**src/rtl/mls_pkg.sv**
```systemverilog
package mls_pkg;

  typedef enum logic [1:0] {
    LM_SINGLE = 2'b00,
    LM_DUAL   = 2'b01,
    LM_QUAD   = 2'b10,
    LM_RSVD   = 2'b11
  } lane_mode_e;

  typedef struct packed {
    logic [7:0] data;
    logic       eom;
    logic       rx_dir;
    lane_mode_e mode;
  } entry_t;

  localparam int ENTRY_W = $bits(entry_t);

  function automatic logic is_multi(lane_mode_e m);
    return (m == LM_DUAL) || (m == LM_QUAD);
  endfunction

  function automatic logic [2:0] last_clk(lane_mode_e m);
    case (m)
      LM_QUAD: return 3'd1;
      LM_DUAL: return 3'd3;
      default: return 3'd7;
    endcase
  endfunction

  function automatic logic [3:0] lane_mask(lane_mode_e m);
    case (m)
      LM_QUAD: return 4'hF;
      LM_DUAL: return 4'h3;
      default: return 4'h1;
    endcase
  endfunction

  function automatic logic [3:0] out_bits(logic [7:0] s, lane_mode_e m);
    case (m)
      LM_QUAD: return s[7:4];
      LM_DUAL: return {2'b00, s[7:6]};
      default: return {3'b000, s[7]};
    endcase
  endfunction

  function automatic logic [7:0] shift_out(logic [7:0] s, lane_mode_e m);
    case (m)
      LM_QUAD: return {s[3:0], 4'b0000};
      LM_DUAL: return {s[5:0], 2'b00};
      default: return {s[6:0], 1'b0};
    endcase
  endfunction

  function automatic logic [7:0] shift_in(logic [7:0] r, logic [3:0] ln, lane_mode_e m);
    case (m)
      LM_QUAD: return {r[3:0], ln};
      LM_DUAL: return {r[5:0], ln[1:0]};
      default: return {r[6:0], ln[1]};
    endcase
  endfunction

  function automatic logic bad_switch(lane_mode_e a, lane_mode_e b);
    return ((a == LM_DUAL) && (b == LM_QUAD)) || ((a == LM_QUAD) && (b == LM_DUAL));
  endfunction

endpackage

```
**src/rtl/mls_fifo.sv**
```systemverilog
module mls_fifo #(
  parameter int W     = 8,
  parameter int DEPTH = 8
) (
  input  logic         clk,
  input  logic         rst_n,
  input  logic         wr,
  input  logic [W-1:0] din,
  output logic         full,
  input  logic         rd,
  output logic [W-1:0] dout,
  output logic         empty
);
  localparam int AW = $clog2(DEPTH);

  logic [W-1:0] mem [DEPTH];
  logic [AW-1:0] wp, rp;
  logic [AW:0]   count;

  wire do_wr = wr && !full;
  wire do_rd = rd && !empty;

  assign full  = (count == (AW+1)'(DEPTH));
  assign empty = (count == '0);
  assign dout  = mem[rp];

  always_ff @(posedge clk) begin
    if (do_wr) mem[wp] <= din;
  end

  always_ff @(posedge clk or negedge rst_n) begin
    if (!rst_n) begin
      wp    <= '0;
      rp    <= '0;
      count <= '0;
    end else begin
      if (do_wr) wp <= (wp == AW'(DEPTH-1)) ? '0 : wp + 1'b1;
      if (do_rd) rp <= (rp == AW'(DEPTH-1)) ? '0 : rp + 1'b1;
      case ({do_wr, do_rd})
        2'b10:   count <= count + 1'b1;
        2'b01:   count <= count - 1'b1;
        default: count <= count;
      endcase
    end
  end
endmodule

```
**src/rtl/mls_engine.sv**
```systemverilog
module mls_engine
  import mls_pkg::*;
(
  input  logic       clk,
  input  logic       rst_n,
  input  logic       tick,
  input  logic       hold_frame,
  input  entry_t     head,
  input  logic       head_valid,
  output logic       pop,
  output logic       rx_push,
  output logic [7:0] rx_byte,
  output logic       sclk,
  output logic       fs_n,
  output logic [3:0] lane_out,
  output logic [3:0] lane_oe,
  input  logic [3:0] lane_in,
  output logic       busy,
  output logic       mode_err
);
  logic       active, phase, frame_open, hold_l;
  logic [2:0] cnt;
  entry_t     cur;
  logic [7:0] sh, rsh;
  lane_mode_e prev_mode;

  // named internal events
  wire start     = tick && !active && head_valid;
  wire rise      = tick && active && !phase;
  wire fall      = tick && active && phase;
  wire byte_done = fall && (cnt == last_clk(cur.mode));
  wire capture   = !is_multi(cur.mode) || cur.rx_dir;
  wire releasing = byte_done && (!hold_l || cur.eom);
  wire conflict  = start && frame_open && bad_switch(prev_mode, head.mode);
  wire drive     = active && !(is_multi(cur.mode) && cur.rx_dir);

  assign pop     = start;
  assign rx_push = byte_done && capture;
  assign rx_byte = rsh;

  always_ff @(posedge clk or negedge rst_n) begin
    if (!rst_n) begin
      active     <= 1'b0;
      phase      <= 1'b0;
      frame_open <= 1'b0;
      hold_l     <= 1'b0;
      cnt        <= '0;
      cur        <= '0;
      sh         <= '0;
      rsh        <= '0;
      prev_mode  <= LM_SINGLE;
      mode_err   <= 1'b0;
    end else begin
      mode_err <= 1'b0;
      if (start) begin
        active     <= 1'b1;
        phase      <= 1'b0;
        cnt        <= '0;
        cur        <= head;
        sh         <= head.data;
        frame_open <= 1'b1;
        if (!frame_open) hold_l <= hold_frame;
        prev_mode  <= head.mode;
        mode_err   <= conflict;
      end else if (rise) begin
        phase <= 1'b1;
        rsh   <= shift_in(rsh, lane_in, cur.mode);
      end else if (fall) begin
        phase <= 1'b0;
        if (byte_done) begin
          active <= 1'b0;
          if (releasing) frame_open <= 1'b0;
        end else begin
          cnt <= cnt + 1'b1;
          sh  <= shift_out(sh, cur.mode);
        end
      end
    end
  end

  assign sclk     = active && phase;
  assign fs_n     = !(frame_open && (hold_l || (active && cnt == 3'd0)));
  assign lane_oe  = drive ? lane_mask(cur.mode) : 4'h0;
  assign lane_out = drive ? (out_bits(sh, cur.mode) & lane_mask(cur.mode)) : 4'h0;
  assign busy     = frame_open || active;

  // lanes hold still while the serial clock is high
  a_r2_lanes_still_high: assert property (@(posedge clk) disable iff (!rst_n)
    sclk |-> $stable(lane_out));
  // frame select is released only with the serial clock low
  a_r4_release_clock_low: assert property (@(posedge clk) disable iff (!rst_n)
    $rose(fs_n) |-> !sclk);
  // busy covers every cycle with frame select low
  a_r8_busy_covers_fs: assert property (@(posedge clk) disable iff (!rst_n)
    !fs_n |-> busy);
  // the error is a single-cycle pulse
  a_r7_err_single_cycle: assert property (@(posedge clk) disable iff (!rst_n)
    mode_err |=> !mode_err);
  // a captured byte is pushed on the falling edge after the last rise
  a_r6_push_after_rise: assert property (@(posedge clk) disable iff (!rst_n)
    rx_push |-> sclk);
endmodule

```
**src/rtl/mls_master.sv**
```systemverilog
module mls_master
  import mls_pkg::*;
#(
  parameter int TX_DEPTH = 8,
  parameter int RX_DEPTH = 8
) (
  input  logic       clk,
  input  logic       rst_n,
  input  logic       tick,
  input  logic       hold_frame,
  input  logic       tx_wr,
  input  logic [7:0] tx_data,
  input  logic       tx_eom,
  input  logic [1:0] tx_mode,
  input  logic       tx_rx,
  output logic       tx_full,
  input  logic       rx_rd,
  output logic [7:0] rx_data,
  output logic       rx_empty,
  output logic       sclk,
  output logic       fs_n,
  output logic [3:0] lane_out,
  output logic [3:0] lane_oe,
  input  logic [3:0] lane_in,
  output logic       busy,
  output logic       mode_err
);
  entry_t               wr_entry;
  logic [ENTRY_W-1:0]   tx_head_bits;
  logic                 tx_empty, tx_pop, rx_push;
  logic [7:0]           rx_byte;
  logic                 rx_full;

  assign wr_entry = '{data: tx_data, eom: tx_eom, rx_dir: tx_rx, mode: lane_mode_e'(tx_mode)};

  mls_fifo #(.W(ENTRY_W), .DEPTH(TX_DEPTH)) tx_q (
    .clk(clk), .rst_n(rst_n),
    .wr(tx_wr), .din(wr_entry), .full(tx_full),
    .rd(tx_pop), .dout(tx_head_bits), .empty(tx_empty)
  );

  mls_engine eng (
    .clk(clk), .rst_n(rst_n), .tick(tick), .hold_frame(hold_frame),
    .head(entry_t'(tx_head_bits)), .head_valid(!tx_empty), .pop(tx_pop),
    .rx_push(rx_push), .rx_byte(rx_byte),
    .sclk(sclk), .fs_n(fs_n), .lane_out(lane_out), .lane_oe(lane_oe),
    .lane_in(lane_in), .busy(busy), .mode_err(mode_err)
  );

  mls_fifo #(.W(8), .DEPTH(RX_DEPTH)) rx_q (
    .clk(clk), .rst_n(rst_n),
    .wr(rx_push), .din(rx_byte), .full(rx_full),
    .rd(rx_rd), .dout(rx_data), .empty(rx_empty)
  );
endmodule

```
**config.mk**
```make
export PLATFORM = sky130hd
export DESIGN_NAME = mls_master
export DESIGN_NICKNAME = d
export VERILOG_FILES = /design/src/rtl/mls_pkg.sv /design/src/rtl/mls_fifo.sv /design/src/rtl/mls_engine.sv /design/src/rtl/mls_master.sv
export SDC_FILE = /design/constraint.sdc
export NUM_CORES = 1
export LEC_CHECK = 0
export CORE_AREA = 2 2 135 137
export CTS_CLUSTER_SIZE = 12
export DETAILED_ROUTE_END_ITERATION = 6
export DIE_AREA = 0 0 137 139
export MAX_ROUTING_LAYER = met4
export PLACE_DENSITY = 0.68
export REMOVE_ABC_BUFFERS = 1
export SYNTH_ARGS = -nofsm -noshare
export SYNTH_HDL_FRONTEND = slang
export SYNTH_SLANG_ARGS = --single-unit
```
**constraint.sdc**
```tcl
create_clock -name clk -period 7.7 [get_ports clk]
set_input_delay 1.155 -clock clk [delete_from_list [all_inputs] [get_ports clk]]
set_output_delay 1.155 -clock clk [all_outputs]
set_load 0.05 [all_outputs]
```
Yosys cells after proc, flatten, opt, wreduce, memory -nomap -nowiden
Memory sizes are Yosys's and may differ from the RTL's. Cells that the tools add are included.

Bits in registers: 48. Memory bits (writable): 160. Memories kept: 2. Output and inout bits: 22. Logic and storage cells: 137. Input port bits: 22.

Memories: tx_q.mem (words 8, bits a word 12, rd ports 1, clocked after Yosys merged registers in 0, write ports 1, line mls_fifo.sv:16) `logic [W-1:0] mem [DEPTH];`; rx_q.mem (words 8, bits a word 8, rd ports 1, clocked after Yosys merged registers in 0, write ports 1, line mls_fifo.sv:16).

Add/subtract/negate cells: 9. Reductions and logical operators: 51. Equal/unequal tests: 17. Muxes and demuxes: 38. Bitwise gates (word level): 3.

Operator list (count): $mux 8 (4); $pmux 4 s2 (4); $pmux 8 s2 (2); $mux 3 (8); $logic_and 1x1->1 (21); $mux 1 (17); $add 3x1->3 const B (5); $eq 3x3->1 const B (4); $logic_not 1->1 (10); $reduce_bool 2->1 (5); $add 4x1->4 const B (2); $eq 2x1->1 const B (4); $eq 2x2->1 const B (4); $eq 4x4->1 const B (2); $logic_not 4->1 (2); $mux 4 (2); $sub 4x1->4 const B (2); $logic_or 1x1->1 (6); $pmux 3 s2 (1); $reduce_and 3->1 (2); $and 4x4->4 (1); $ne 2x1->1 const B (2); $reduce_and 2->1 (2); $reduce_and 4->1 (1); other kinds (4) (5).

Longest topological paths before layout
Word-level depth: 10. Mapped depth: 13. Mapped depth without buffers: 11.

By module
Synthesis repeated with hierarchy kept, for this count alone.

Cell total of the unflattened synthesis: 544. Area, all modules: 9258.9 um2.

Modules (own cells, without submodules): mls_fifo (tx_q) (area an instance 4395.5 um2, times used 1, seq. area each 3133.0 um2, cells each 207); mls_fifo (rx_q) (area an instance 3216.8 um2, times used 1, seq. area each 2172.1 um2, cells each 163); mls_engine (area an instance 1642.8 um2, times used 1, seq. area each 700.7 um2, cells each 173); mls_master (area an instance 3.8 um2, times used 1, seq. area each 0.0 um2, cells each 1).

Worst setup path after synthesis
Ideal clock, no wire load.

Kind: reg2reg. Start: reg rx_q.count[0]. End: reg rx_q.count[3]. Slack: 4.047 ns. Arrival time: 3.573 ns. Period minus slack after synthesis: 3.653 ns. Data required time: 7.620 ns. Cell stages (with the launch flop): 10. Buffers on the path: 0. Setup time: 0.080 ns. Cells stage by stage: dfrtp_1 -> nor4_1 -> nand2b_1 -> inv_1 -> ha_1 -> ha_1 -> a21o_1 -> a21oi_1 -> mux2i_1 -> xnor2_1.

Word-level cells in the longest chain between the ends: 5. Elaborated cells on any way between the ends: 12. Those cells by class: 2 x add/sub; 3 x eq/ne; 1 x mux; 6 x reduce/logical.

RTL lines: start, declared (line mls_fifo.sv:18) `logic [AW:0] count;`; start signal, assigned (line mls_fifo.sv:40) `2'b10: count <= count + 1'b1;`; start signal, assigned (line mls_fifo.sv:41) `2'b01: count <= count - 1'b1;`; start signal, assigned (line mls_fifo.sv:42) `default: count <= count;`; $logic_not 4->1 * (line mls_fifo.sv:24) `assign empty = (count == '0);`; net rx_empty (line mls_master.sv:19) `output logic rx_empty,`; $logic_not 1->1 * (line mls_fifo.sv:21) `wire do_rd = rd && !empty;`; $logic_and 1x1->1 * (line mls_fifo.sv:21); net rx_q.do_rd (line mls_fifo.sv:21); $eq 2x1->1 / $eq 2x2->1 (equally long branches) (line mls_fifo.sv:39) `case ({do_wr, do_rd})`; $pmux 4 s2 / $reduce_bool 2->1 (equally long branches).

The timed path passes the listed nets; every way through them passes the cells marked *. A chain may end at the register's enable or synchronous reset.

Final worst setup path
Start: reg eng.cur[0] (netlist name). End: out lane_oe[3].

Word-level cells in the longest chain between the ends: 6. Elaborated cells on any way between the ends: 8. Those cells by class: 2 x eq/ne; 2 x mux; 4 x reduce/logical.

RTL lines: start, declared (line mls_engine.sv:23) `entry_t cur;`; start signal, assigned (line mls_engine.sv:48) `cur <= '0;`; start signal, assigned (line mls_engine.sv:59) `cur <= head;`; $eq 2x1->1 / $eq 2x2->1 (equally long branches) (line mls_pkg.sv:20, mls_pkg.sv:32); $logic_or 1x1->1 (line mls_pkg.sv:20) `return (m == LM_DUAL) || (m == LM_QUAD);`; $logic_and 1x1->1 (line mls_engine.sv:35) `wire drive = active && !(is_multi(cur.mode) && cur.rx_dir);`; $logic_not 1->1 (line mls_engine.sv:35); $logic_and 1x1->1 (line mls_engine.sv:35); $mux 4 * (line mls_engine.sv:83) `assign lane_oe = drive ? lane_mask(cur.mode) : 4'h0;`; end, declared (line mls_master.sv:23) `output logic [3:0] lane_oe,`.

Every way passes the cells marked *; elsewhere a longest branch is shown, timed or not.

==> impl_metrics.yaml <==
hold_path:
  hold_depth: 2
  hp-class: "flip-flop to flip-flop"
  hold_path_end: "eng.cur[3]$_DFFE_PN0N_"
  worstHoldStart: "eng.cur[3]$_DFFE_PN0N_"
synthesis:
  avgSynthCellArea_um2: 16.4
  ys_ff_latch: 208
  synth_area_um2: 8820
  ys.flop_type: "edfxtp_1"
  netlist_instances: 539
  yosysWarnings: 0
  synth_edf_count: 160
  ys_types: 46
  seq_area_frac_synth_pct: 68.1
  ys_async_sr_fraction_pct: 23.1
sta:
  maxSlewViolCount: 0
  finalCriticalPeriod_ns: 4.47
  worst_slack_ns: 3.23
  finalHoldViolCount: 0
  setup_viol: 0
  grt_setup_unrepaired: "no"
  fin_crit_sh_pct: 58.0
  relSlewSlack_pct: 25.0
  fin_setup_tns_ns: 0
  finClkSkew_ns: 0.00539
  fmax_mhz: 224
  worstMarginPinSlew_ns: 1.12
cells_and_area:
  drive_gt1_share_pct: 18.7
  mostFrequentLayoutCells: "160 x edfxtp_1, 48 x dfrtp_1, 45 x nand2_1"
  final_common_cell: "edfxtp_1"
  nFillCells: 1376
  area_delta_synth_final_pct: 15.6
  nNetsFinal: 631
  diodes: 0
drt:
  num_vias: 4707
  wl_per_cell_um: 19.2
  drt_wl_total_um: 16000
  dr.first_iter.drc_count: 263
  via_per_inst: 5.64
  drc: 0
  drt_pass1_iterations: 5
  postRouteAntennaNets: 0
clocking:
  clk_path_buf_depth: 3
  numClockSinks: 208
  cts_tree: "done"
  clock-root-buffer: "clkbuf_16"
  htreeDepth: 1
  cts_buffers: 22
  cts_resized: 0
  cts_setup_buffers: 0
  clkTransAtPathRegs_ns: 0.06
  clk-insertion-delay-late_ns: 0.49
  cts_hold_buf: 0
worst_setup_path:
  setup.worst_path.start: "eng.cur[0]$_DFFE_PN0N_"
  reg2reg_slack_ns: 4.06
  crit_required_ns: 6.55
  path_class: "flip-flop to output pin"
  crit_arrival_ns: 3.31
  critical_path_peak_fanout: 33
  critPathCaptureType: "output pin"
  rr_startpoint: "eng.cur[0]$_DFFE_PN0N_"
  startpoint_type: "flip-flop"
  worstRegToRegCells: 11
  regToRegEndpoint: "rx_q.count[3]$_DFFE_PN0P_"
placement:
  pre_cts_ws_ns: 3.54
  port_buffers: 43
  gp_congestion: 0.844
  dpl.hpwl_um: 10200
floorplanning:
  io_pins: 44
  die_h_um: 139
  dieArea_um2: 19000
  std_cell_rows: 49
  start_util_pct: 50.0
  coreArea_um2: 17700
  die_x_um: 137
global_route:
  grt_antenna_before_repair: 0
  gr-total-overflow: 0
  grtUsageTotal_pct: 18.1
  grt_pass1_wl_um: 25800
  grt_pass1_vias: 4856
  grt_max_degree: 49
power:
  power-per-cell-area_nw_per_um2: 398
  vdd_drop_max_uv: 283
  leakage_nw: 3.64
run_status:
  run_status: "completed"
run:
  drv_cap: 0
## critical path: stages, from the launching register on
cell and delay, ns:
dfrtp_1 0.37, inv_1 0.06, ha_1 0.90, o21ai_0 0.37, inv_1 0.15, and2_1 0.15, clkdlybuf4s50_1 0.80
## routing by layer
layer / vias up / GRT usage [%] / part of all wire, %
li1: 2174 / - / -
met1: 2403 / 22.4 / 42
met2: 95 / 30.5 / 52
met3: 35 / 3.69 / 4.2
met4: 0 / 4.34 / 2.3
met5: - / - / 0
## how the worst max path moves through the flow
stage	endpoint	depth (start not counted)
final	lane_oe[3]	6
after global routing	lane_oe[3]	6
after CTS	lane_oe[3]	6
after detailed placement	tx_q.count[3]$_DFFE_PN0P_	9
after global placement	tx_q.count[3]$_DFFE_PN0P_	9
after floorplan	lane_oe[2]	5
## per-stage QoR
step           cell area (µm²)  hold WS (ns)  instances  power, mW  utilization [%]
2_1_floorplan             8660         0.450        508       2.65                -
3_3_place_gp              9510         0.475        794       3.05             53.8
4_1_cts                  10200         0.487        834       4.10             57.7
5_1_grt                  10200         0.525        834       4.28             57.7
3_5_place_dp              9510         0.473        794       3.10             53.8
6_report                 10200         0.481        834       4.05             57.7
## cells by family after synthesis
logic type,Yosys count,share of synthesized area (%)
DFF,208,68.1
buffers and inverters,48,2.51
xor gates and xnor gates,8,0.964
AOI/OAI and AO/OA,66,4.96
and+or+nand+nor,115,6.14
adders and majority gates,20,3.01
muxes,74,14.3
## registers in the layout, summed over array words and instances (netlist names)
signal          flops
tx_q.mem           96
rx_q.mem           64
eng.rx_byte         8
eng.sh              8
eng.cur             4
rx_q.count          4
tx_q.count          4
eng.cnt             3
rx_q.rp             3
rx_q.wp             3
tx_q.rp             3
tx_q.wp             3
eng.active          1
eng.frame_open      1
eng.hold_l          1
eng.mode_err        1
eng.phase           1
## report_power, final
part / internal, mW / switching, mW
registers: 1.43 / 0.250
clock network: 0.604 / 0.391
logic: 0.619 / 0.764
total: 2.65 / 1.40
## cell usage after synthesis (3+ instances only)
cell / count / share of area [%]
edfxtp_1: 160 / 54
dfrtp_1: 48 / 14
nand2_1: 45 / 1.9
mux4_2: 40 / 10
nor2_1: 25 / 1.1
o21ai_0: 24 / 1.4
ha_1: 18 / 2.6
mux2i_1: 18 / 2.0
inv_1: 17 / 0.72
clkbuf_1: 15 / 0.64
mux2_2: 15 / 1.9
a22oi_1: 14 / 1.2
a21oi_1: 10 / 0.57
nor3_1: 10 / 0.57
buf_2: 9 / 0.51
nor4_1: 7 / 0.50
nand2b_1: 6 / 0.43
nand3_1: 5 / 0.28
a21o_1: 4 / 0.34
buf_4: 4 / 0.34
o221a_2: 4 / 0.51
xnor2_1: 4 / 0.40
and2_1: 3 / 0.21
or2_2: 3 / 0.21
## cell type report
class | count | area [µm²] | share of cell area, %
repair buffers | 57 | 531 | 5.20
clock buffers | 37 | 648 | 6.36
multi-input cells | 283 | 2620 | 25.7
flip-flops and latches | 208 | 6010 | 58.9
inverters | 17 | 63.8 | 0.626
clock inverters | 3 | 40.0 | 0.393
well taps | 229 | 287 | 2.81
Power figures use the tool's default switching activity.
